## src/rtl/i2c10_pkg.sv

```systemverilog
package i2c10_pkg;
  localparam int BYTE_W = 8;

  typedef enum logic [2:0] {
    PH_IDLE,
    PH_HI,
    PH_LO,
    PH_DATA,
    PH_SKIP
  } phase_e;

  // Strobes from the bus controller to the datapath.
  typedef struct packed {
    logic rxBit;
    logic shiftIn;
    logic ackBusy;
    logic uaEvent;
    logic uaStretch;
    logic dataDone;
    logic startEv;
    logic stopEv;
  } strobe_t;

  localparam logic [1:0] REG_CMP  = 2'd0;
  localparam logic [1:0] REG_BUF  = 2'd1;
  localparam logic [1:0] REG_CTL  = 2'd2;
  localparam logic [1:0] REG_STAT = 2'd3;
endpackage

```

## src/rtl/i2c10_ctrl.sv

```systemverilog
module i2c10_ctrl
  import i2c10_pkg::*;
#(
  parameter int SYNC_STAGES = 2
) (
  input  logic    clk,
  input  logic    rstN,
  input  logic    sclIn,
  input  logic    sdaIn,
  input  logic    matchHi,
  input  logic    matchLo,
  output strobe_t st,
  output logic    sdaOe
);
  localparam int CNT_W = $clog2(BYTE_W + 1);
  localparam logic [CNT_W-1:0] LAST_BIT = CNT_W'(BYTE_W);

  logic [SYNC_STAGES-1:0] sclSync, sdaSync;
  logic sclS, sdaS, sclP, sdaP;
  logic sclRise, sclFall, startDet, stopDet;
  phase_e phase;
  logic [CNT_W-1:0] bitCnt;
  logic ackActive, ackMatch, ackOk, byteDone, active, ackEnd;

  always_ff @(posedge clk or negedge rstN) begin
    if (!rstN) begin
      sclSync <= '1;
      sdaSync <= '1;
      sclP    <= 1'b1;
      sdaP    <= 1'b1;
    end else begin
      sclSync <= {sclSync[SYNC_STAGES-2:0], sclIn};
      sdaSync <= {sdaSync[SYNC_STAGES-2:0], sdaIn};
      sclP    <= sclS;
      sdaP    <= sdaS;
    end
  end

  assign sclS     = sclSync[SYNC_STAGES-1];
  assign sdaS     = sdaSync[SYNC_STAGES-1];
  assign sclRise  = sclS & ~sclP;
  assign sclFall  = ~sclS & sclP;
  assign startDet = sclS & sclP & sdaP & ~sdaS;
  assign stopDet  = sclS & sclP & ~sdaP & sdaS;
  assign active   = (phase != PH_IDLE);
  assign byteDone = (bitCnt == LAST_BIT);
  assign ackEnd   = active & sclFall & ackActive;

  always_comb begin
    ackOk = 1'b0;
    case (phase)
      PH_HI:   ackOk = matchHi;
      PH_LO:   ackOk = matchLo;
      PH_DATA: ackOk = 1'b1;
      default: ackOk = 1'b0;
    endcase
  end

  always_comb begin
    st.rxBit     = sdaS;
    st.shiftIn   = active & sclRise & ~byteDone & ~startDet & ~stopDet;
    st.ackBusy   = ackActive;
    st.uaEvent   = ackEnd & (((phase == PH_HI) & ackMatch) | (phase == PH_LO));
    st.uaStretch = ackEnd & ackMatch & ((phase == PH_HI) | (phase == PH_LO));
    st.dataDone  = ackEnd & (phase == PH_DATA);
    st.startEv   = startDet;
    st.stopEv    = stopDet;
  end

  always_ff @(posedge clk or negedge rstN) begin
    if (!rstN) begin
      phase     <= PH_IDLE;
      bitCnt    <= '0;
      ackActive <= 1'b0;
      ackMatch  <= 1'b0;
      sdaOe     <= 1'b0;
    end else if (startDet) begin
      phase     <= PH_HI;
      bitCnt    <= '0;
      ackActive <= 1'b0;
      sdaOe     <= 1'b0;
    end else if (stopDet) begin
      phase     <= PH_IDLE;
      bitCnt    <= '0;
      ackActive <= 1'b0;
      sdaOe     <= 1'b0;
    end else if (active) begin
      if (st.shiftIn) bitCnt <= bitCnt + 1'b1;
      if (sclFall && byteDone && !ackActive) begin
        ackActive <= 1'b1;
        ackMatch  <= ackOk;
        sdaOe     <= ackOk;
      end
      if (ackEnd) begin
        ackActive <= 1'b0;
        sdaOe     <= 1'b0;
        bitCnt    <= '0;
        case (phase)
          PH_HI:   phase <= ackMatch ? PH_LO : PH_SKIP;
          PH_LO:   phase <= ackMatch ? PH_DATA : PH_SKIP;
          default: phase <= phase;
        endcase
      end
    end
  end

  // the slave pulls SDA only in a phase that may acknowledge
  assert_no_ack_when_skipping_R6: assert property (@(posedge clk) disable iff (!rstN)
    sdaOe |-> (phase == PH_HI || phase == PH_LO || phase == PH_DATA));
  // SDA is driven only inside the acknowledge clock
  assert_ack_inside_window_R8: assert property (@(posedge clk) disable iff (!rstN)
    sdaOe |-> ackActive);
  // a stop leaves the controller idle
  assert_stop_goes_idle_R11: assert property (@(posedge clk) disable iff (!rstN)
    stopDet && !startDet |=> phase == PH_IDLE && !sdaOe);
endmodule

```

## src/rtl/i2c10_dp.sv

```systemverilog
module i2c10_dp
  import i2c10_pkg::*;
(
  input  logic        clk,
  input  logic        rstN,
  input  strobe_t     st,
  input  logic        hostWe,
  input  logic        hostRe,
  input  logic [1:0]  hostAddr,
  input  logic [7:0]  hostWrData,
  output logic [7:0]  hostRdData,
  output logic        matchHi,
  output logic        matchLo,
  output logic        sclOe,
  output logic        irq
);
  logic [BYTE_W-1:0] shiftReg, addrReg, pendAddr, rxBuf;
  logic pendValid, applyAddr;
  logic stretchEn, startIrqEn, clkRelease;
  logic irqFlag, uaFlag, bufFull, startSeen, stopSeen, uaHold;
  logic wrCmp, wrCtl, wrStat, rdBuf;

  assign wrCmp     = hostWe && hostAddr == REG_CMP;
  assign wrCtl     = hostWe && hostAddr == REG_CTL;
  assign wrStat    = hostWe && hostAddr == REG_STAT;
  assign rdBuf     = hostRe && hostAddr == REG_BUF;
  assign applyAddr = pendValid && !st.ackBusy;

  assign matchHi = (shiftReg[BYTE_W-1:1] == addrReg[BYTE_W-1:1]) && !shiftReg[0];
  assign matchLo = (shiftReg == addrReg);

  always_ff @(posedge clk or negedge rstN) begin
    if (!rstN) begin
      shiftReg  <= '0;
      addrReg   <= '0;
      pendAddr  <= '0;
      pendValid <= 1'b0;
    end else begin
      if (st.shiftIn) shiftReg <= {shiftReg[BYTE_W-2:0], st.rxBit};
      if (wrCmp) begin
        pendAddr  <= hostWrData;
        pendValid <= 1'b1;
      end else if (applyAddr) begin
        addrReg   <= pendAddr;
        pendValid <= 1'b0;
      end
    end
  end

  always_ff @(posedge clk or negedge rstN) begin
    if (!rstN) begin
      rxBuf      <= '0;
      stretchEn  <= 1'b0;
      startIrqEn <= 1'b0;
      clkRelease <= 1'b1;
      irqFlag    <= 1'b0;
      uaFlag     <= 1'b0;
      bufFull    <= 1'b0;
      startSeen  <= 1'b0;
      stopSeen   <= 1'b0;
      uaHold     <= 1'b0;
    end else begin
      if (wrCtl) begin
        stretchEn  <= hostWrData[0];
        startIrqEn <= hostWrData[1];
        clkRelease <= hostWrData[2];
      end
      if (wrStat) begin
        if (hostWrData[0]) irqFlag   <= 1'b0;
        if (hostWrData[1]) uaFlag    <= 1'b0;
        if (hostWrData[3]) startSeen <= 1'b0;
        if (hostWrData[4]) stopSeen  <= 1'b0;
      end
      if (rdBuf) bufFull <= 1'b0;
      if (applyAddr) begin
        uaFlag <= 1'b0;
        uaHold <= 1'b0;
      end
      if (st.startEv) begin
        startSeen <= 1'b1;
        stopSeen  <= 1'b0;
        if (startIrqEn) irqFlag <= 1'b1;
      end
      if (st.stopEv) begin
        stopSeen  <= 1'b1;
        startSeen <= 1'b0;
        uaHold    <= 1'b0;
      end
      if (st.uaEvent) begin
        uaFlag  <= 1'b1;
        irqFlag <= 1'b1;
      end
      if (st.uaStretch) uaHold <= 1'b1;
      if (st.dataDone) begin
        rxBuf   <= shiftReg;
        bufFull <= 1'b1;
        irqFlag <= 1'b1;
        if (stretchEn) clkRelease <= 1'b0;
      end
    end
  end

  always_comb begin
    case (hostAddr)
      REG_CMP: hostRdData = addrReg;
      REG_BUF: hostRdData = rxBuf;
      REG_CTL: hostRdData = {5'b0, clkRelease, startIrqEn, stretchEn};
      default: hostRdData = {3'b0, stopSeen, startSeen, bufFull, uaFlag, irqFlag};
    endcase
  end

  assign sclOe = uaHold | ~clkRelease;
  assign irq   = irqFlag;

  // the compare register cannot change right after an ACK-clock cycle
  assert_cmp_frozen_in_ack_R7: assert property (@(posedge clk) disable iff (!rstN)
    st.ackBusy |=> $stable(addrReg));
  // the buffer-full flag only rises from a completed data byte
  assert_buf_full_source_R8: assert property (@(posedge clk) disable iff (!rstN)
    $rose(bufFull) |-> $past(st.dataDone));
  // an address-phase hold always comes with the update-address flag
  assert_hold_has_flag_R3: assert property (@(posedge clk) disable iff (!rstN)
    $rose(uaHold) |-> uaFlag);
  // stretching clears the release bit and pulls SCL
  assert_stretch_holds_R9: assert property (@(posedge clk) disable iff (!rstN)
    st.dataDone && stretchEn |=> !clkRelease && sclOe);
  // a stop drops any address-phase hold
  assert_stop_drops_hold_R11: assert property (@(posedge clk) disable iff (!rstN)
    st.stopEv |=> !uaHold);
endmodule

```

## src/rtl/i2c_slave10_rx.sv

```systemverilog
module i2c_slave10_rx
  import i2c10_pkg::*;
#(
  parameter int SYNC_STAGES = 2
) (
  input  logic       clk,
  input  logic       rstN,
  input  logic       sclIn,
  input  logic       sdaIn,
  output logic       sclOe,
  output logic       sdaOe,
  input  logic       hostWe,
  input  logic       hostRe,
  input  logic [1:0] hostAddr,
  input  logic [7:0] hostWrData,
  output logic [7:0] hostRdData,
  output logic       irq
);
  strobe_t st;
  logic matchHi, matchLo;

  i2c10_ctrl #(.SYNC_STAGES(SYNC_STAGES)) uCtrl (
    .clk(clk), .rstN(rstN), .sclIn(sclIn), .sdaIn(sdaIn),
    .matchHi(matchHi), .matchLo(matchLo), .st(st), .sdaOe(sdaOe)
  );

  i2c10_dp uDp (
    .clk(clk), .rstN(rstN), .st(st),
    .hostWe(hostWe), .hostRe(hostRe), .hostAddr(hostAddr),
    .hostWrData(hostWrData), .hostRdData(hostRdData),
    .matchHi(matchHi), .matchLo(matchLo), .sclOe(sclOe), .irq(irq)
  );
endmodule

```

## config.mk

```make
export PLATFORM = sky130hd
export DESIGN_NAME = i2c_slave10_rx
export DESIGN_NICKNAME = d
export VERILOG_FILES = /design/src/rtl/i2c10_pkg.sv /design/src/rtl/i2c10_ctrl.sv /design/src/rtl/i2c10_dp.sv /design/src/rtl/i2c_slave10_rx.sv
export SDC_FILE = /design/constraint.sdc
export NUM_CORES = 1
export LEC_CHECK = 0
export ABC_CLOCK_PERIOD_IN_PS = 2760
export CORE_MARGIN = 4
export CORE_UTILIZATION = 40
export DETAILED_ROUTE_END_ITERATION = 12
export SLEW_MARGIN = 20
export SYNTH_ARGS = -nofsm -noshare
export SYNTH_HDL_FRONTEND = slang
export SYNTH_SLANG_ARGS = --single-unit
```

## constraint.sdc

```tcl
create_clock -name clk -period 2.76 [get_ports clk]
set_clock_uncertainty 0.2 [all_clocks]
set_input_delay 0.552 -clock clk [delete_from_list [all_inputs] [get_ports clk]]
set_output_delay 0.552 -clock clk [all_outputs]
set_load 0.01 [all_outputs]
```

## Word level (Yosys, flattened, before mapping)

Cells that the tools add are included.

- Add/subtract/negate cells: 1
- Eq/ne operators: 9
- Muxes and demuxes: 51
- Bitwise operators: 30
- Reductions and logical operators: 33

Operators by type and width:

| operator | number |
|---|---|
| 1-bit two-way mux | 37 |
| 3-bit nonzero test | 9 |
| 8-bit one-hot mux with 3 select lines | 1 |
| 4-bit two-way mux | 5 |
| 1-bit bitwise AND | 18 |
| 3-bit two-way mux | 6 |
| 2-bit AND reduction | 6 |
| 4-bit nonzero test | 3 |
| 1-bit inverter | 9 |
| 8-bit == test | 1 |
| 1-bit logical AND | 8 |
| 7-bit == test | 1 |
| 3-bit by 2-bit == test with 1-bit output, second input constant | 2 |
| 3-bit one-hot mux with 2 select lines | 1 |
| 4-bit by 1-bit adder with 4-bit output, second input constant | 1 |
| 2-bit == test, second input constant | 2 |
| 4-bit == test, second input constant | 1 |
| 4-bit AND reduction | 1 |
| 2-bit nonzero test | 2 |
| 3-bit by 1-bit == test with 1-bit output, second input constant | 1 |
| 1-bit OR | 3 |
| 1-bit one-hot mux with 3 select lines | 1 |
| 3-bit AND reduction | 1 |
| 2-bit by 1-bit == test with 1-bit output, second input constant | 1 |
| 2 further kinds | 3 |

- Register bits: 58
- Output and inout bits: 11
- Logic and storage cells: 147

## Logic depth before layout (Yosys ltp)

- Depth in word-level cells: 11
- Mapped depth: 7

## Modules after synthesis

A second synthesis with hierarchy kept.

- Cell total of the unflattened synthesis: 214
- Area, all modules: 2756.4 um^2

By module, submodules not included:

| module | instances | cells each | area each (um^2) |
|---|---|---|---|
| i2c10_dp | 1 | 131 | 1913.1 |
| i2c10_ctrl | 1 | 83 | 843.3 |

## Least setup slack after synthesis

OpenSTA, ideal clock, no wires.

- Path kind: input port to output port
- From: input port hostAddr[0]
- To: output port hostRdData[3]
- Arrival: 1129 ps
- Required time: 2008 ps
- Setup slack: 879 ps
- Stages: 3
- Path buffers: 1
- Path through: buf_2 > mux2i_1 > o21ai_0

- Word-level cells in the longest chain between the ends: 2

Ends and longest elaborated chain:

| element | RTL line | text |
|---|---|---|
| start, declared | i2c_slave10_rx.sv:14 | `input logic [1:0] hostAddr,` |
| 2-bit == test (tied with other cells) | i2c10_dp.sv:104 | `case (hostAddr)` |
| 8-bit one-hot mux with 3 select lines (*) | i2c10_dp.sv:104 |  |
| end, declared | i2c_slave10_rx.sv:16 | `output logic [7:0] hostRdData,` |

Mark *: on every way between the ends. The rest lies on a longest branch, timed or not.

## Worst setup path in the final report

- From: input port hostAddr[0]
- To: output port hostRdData[0]

The elaborated chain is that of the path after synthesis.

==> results summary <==
The net count after synthesis is around 220. The critical path data required time came out at 2.01 ns. The share of synthesized area occupied by flip-flops and latches is a little over half. The number of remaining DRC errors is 0.

STA classifies the critical path startpoint as an input pin. The post-placement worst setup slack came out at -0.152 ns. The final cell area excluding filler cells is 0.00330 mm². By area the synthesized netlist is led by sky130_fd_sc_hd__dfrtp_1 47%, sky130_fd_sc_hd__mux2_2 9.6%, sky130_fd_sc_hd__dfstp_2 6.8%. The tree is rooted in a sky130_fd_sc_hd__clkbuf_8. IR analysis of the VDD net gives a maximum drop of 0.318 mV. The worst setup path is captured at an output pin.

The length of the first detailed-routing pass in iterations came out at 4. The maximum count of clock buffers along a single path came out at 2. sky130_fd_sc_hd__dfrtp_1 takes more of the synthesized area than any other cell.

The total power draw came out at roughly 0.0025 W. Setup violations remaining at the end of the flow were counted as 0. The share of cells above drive strength 1 came out at 28.9%. The final hold violation count is 0.

The total wire length after detailed routing is 5.49 mm. Static timing analysis puts the maximum clock frequency at 0.375 GHz. The number of global-route vias before repair was 1783.

The first global-routing pass estimated ~9 mm of wire. The share of power burned in combinational logic came out at 17.9%. The endpoint of the worst register-to-register path is uDp.rxBuf[7]$_DFFE_PN0P_. The sequential fraction of design power came out at between 40% and 50%. The power density over the cells is 767 mW/mm². The number of synthesized flops with an enable pin is 0. The library cell used most frequently in the layout, excluding fill and tap cells, is sky130_fd_sc_hd__dfrtp_1. The worst path setup slack after routing came out at ~0.09 ns.

Wire segments on met2 add up to 2.64 mm in the final route. The clock latency reported for the late side of the worst-skew pair is approximately 0.34 ns. The initial utilization of the core area, before any placement, comes to 41.9%. The wire length on met1 is 2.52 mm.

Of all nets on the critical path, the largest fanout is 2. The slew of the pin with the lowest slew margin is 0.649 ns. The maximum number of pins on one net before global-route repair came out at 30. The number of cell instances on the worst register-to-register path is 4. The height of the die is 90.2 µm. The violation count after the first detailed-routing iteration came out at 55. The quantity of I/O buffers inserted on ports is 26.

The number of synthesized register bits came out at 58. The sink count of the clock tree is 58. The leakage power summed over all cells is approximately 1.5 nW. Setup repair after global routing left no endpoint under its margin.

The internal power consumption came out at ~0.0019 W. Synthesis produced 206 cells. The via total after detailed routing is 1693. The total overflow left after global routing is 0. The count of warnings emitted by yosys is 0.

In this run the critical register-to-register path is launched from uCtrl.phase[0]$_DFFE_PN0P_. The number of pins exceeding their max-slew limit in the final report is 0. The share of the synthesized area in the top cell type came out at 47.2%. The clock tree synthesis step divided the H-tree into 3 levels. TritonCTS created 9 clock buffers. The arrival time of the worst setup path came out at around 1.9 ns.

The area of the core came out at 0.00646 mm². The highest layer touched by signal routing is met4. The total negative slack for setup checks is 0 ns. The number of ports placed on the die boundary came out at 27. In the layout the commonest cells are 51 x sky130_fd_sc_hd__dfrtp_1, 23 x sky130_fd_sc_hd__mux2_2, 16 x sky130_fd_sc_hd__clkdlybuf4s50_1, 13 x sky130_fd_sc_hd__nand2_1. The share of synthesized flip-flops with an asynchronous set or reset is 100%.

The worst hold path belongs to the class input pin to asynchronous set/reset pin. The switching power came out at approximately 0.00067 W. For this run, the post-layout net count is 262. The synthesized area divided by synthesized cell count came out at 13.1 µm². The die covers 0.00814 mm². The buffer count from post-CTS setup fixing is 0.

The floorplan has 29 rows. TritonCTS built the clock tree. Measured against its own limit, the worst slew margin works out to 56.7%. The clock transition time at the flip-flop clock pins of the worst setup and hold paths came out at 0.06 ns. Max-cap violations in this run came to 0.

The net switching share of the total power is 26.6%. The placement-stage cell area came out at 0.00307 mm². The final HPWL from detailed placement came out at 4.03 mm. The area growth from synthesis to final layout is 21.9%. The setup path with the least slack is of type input pin to output pin. The number of nets with antenna violations after routing is 0. The number of vias per cell is 5.19. Of the total power, the clock network draws 36.2%. For this run, the total global-route usage over all layers was measured as 14.7%. The average wire length per cell after detail routing came out at between 15 and 20 µm. The total length of routed met3 wires came out at 196 µm. The post-layout minimum cycle time came out at 2.67 ns. In the synthesized netlist the dominant register cell turns out to be sky130_fd_sc_hd__dfrtp_1. The area of the mapped netlist came out at 0.00271 mm². The final cycle utilization of the critical path is 96.7%.

The count of antenna diodes in the layout came out at 0. The number of distinct library cell variants in the gate-level netlist after synthesis is 47. The run finished with clean final reports.

The worst setup slack for register-to-register paths is 0.77 ns. Measured along the x axis, the die boundary spans between 90 and 100 µm. The number of antenna violations at the first check in global routing was 0.

The routability-driven placement congestion ratio is 0.762.
## cell usage after synthesis (2+ instances only)
cell type and number:
sky130_fd_sc_hd__mux2_1 5, sky130_fd_sc_hd__ha_1 2, sky130_fd_sc_hd__mux2i_1 9, sky130_fd_sc_hd__buf_2 4, sky130_fd_sc_hd__dfrtp_1 51, sky130_fd_sc_hd__mux2_2 23, sky130_fd_sc_hd__dfstp_2 7, sky130_fd_sc_hd__xor2_1 10
sky130_fd_sc_hd__nor4_1 2, sky130_fd_sc_hd__nand4b_1 2, sky130_fd_sc_hd__nand2b_1 4, sky130_fd_sc_hd__nand3_1 5, sky130_fd_sc_hd__mux4_2 3, sky130_fd_sc_hd__nand2_1 13, sky130_fd_sc_hd__nor2_1 12, sky130_fd_sc_hd__a21oi_1 3
sky130_fd_sc_hd__xnor2_1 2, sky130_fd_sc_hd__nand3b_1 3, sky130_fd_sc_hd__mux2_4 6, sky130_fd_sc_hd__nor3b_1 2, sky130_fd_sc_hd__o21ai_0 6, sky130_fd_sc_hd__nor2b_1 2, sky130_fd_sc_hd__nand4_1 2, sky130_fd_sc_hd__inv_1 5
## registers in the layout, indices dropped and copies added (netlist names), 2 cells and up
register,count
uDp.addrReg,8
uDp.pendAddr,8
uDp.rxBuf,8
uDp.shiftReg,8
uCtrl.bitCnt,4
uCtrl.phase,3
uCtrl.sclSync,2
uCtrl.sdaSync,2
## what timing repair did
action | in CTS | in global routing
setup endpoints to repair | 8 | 0
hold buffers | 0 | 0
endpoints found under the hold margin | 0 | 0
resized for setup | 10 | 0
## how the worst max path moves through the flow
stage                            from             to  cells after the start
final                     hostAddr[0]  hostRdData[0]                      3
after global routing      hostAddr[0]  hostRdData[0]                      3
after CTS                 hostAddr[0]  hostRdData[0]                      3
after detailed placement  hostAddr[0]  hostRdData[3]                      5
after global placement    hostAddr[1]  hostRdData[1]                      3
after floorplan           hostAddr[0]  hostRdData[3]                      3
## critical path, cell delays in order
cell and delay, ns:
sky130_fd_sc_hd__clkdlybuf4s50_1 0.55, sky130_fd_sc_hd__mux4_2 0.52, sky130_fd_sc_hd__dlygate4sd2_1 0.30
## area by class of cell
| class | count | area [µm²] |
|---|---|---|
| Clock buffer | 12 | 165 |
| Clock inverter | 4 | 72.6 |
| Fill cell | 595 | 3160 |
| Inverter | 5 | 18.8 |
| Multi-Input combinational cell | 136 | 1170 |
| Sequential cell | 58 | 1460 |
| Tap cell | 77 | 96.3 |
| Timing Repair Buffer | 34 | 317 |
## routing by layer
layer / GRT usage, % / vias up
met5: 0 / -
met4: 8.67 / 0
met3: 3.51 / 12
met2: 22.8 / 26
met1: 18.7 / 845
li1: - / 810
## power by group through the flow
| stage | registers [W] | clock network [W] | logic, W |
|---|---|---|---|
| 3_3_place_gp | 0.00117 | 0 | 0.000461 |
| 6_report | 0.00116 | 0.000915 | 0.000452 |
| 2_1_floorplan | 0.00112 | 0 | 0.000336 |
| 4_1_cts | 0.00116 | 0.000936 | 0.000463 |
| 5_1_grt | 0.00119 | 0.000976 | 0.000501 |
| 3_5_place_dp | 0.00118 | 0 | 0.000469 |
## cell families after synthesis
group | Yosys count | share of synthesized area, %
buffers and inverters | 12 | 2.87
AND/OR/NAND/NOR | 57 | 12.6
flip-flops | 58 | 54.0
multiplexers | 46 | 20.8
AO/OA/AOI/OAI | 19 | 4.95
XOR/XNOR | 12 | 3.89
adder cells (fa/ha/maj) | 2 | 0.925
## metrics by stage
| step | utilization (%) | hold WS [ns] | instances |
|---|---|---|---|
| after global routing | 51.0 | 0.0820 | 326 |
| after floorplan | - | 0.0564 | 206 |
| final | 51.0 | 0.0416 | 326 |
| after global placement | 47.5 | 0.146 | 310 |
| after detailed placement | 47.5 | 0.149 | 310 |
| after CTS | 51.0 | 0.0566 | 326 |
Power figures use the tool's default switching activity.
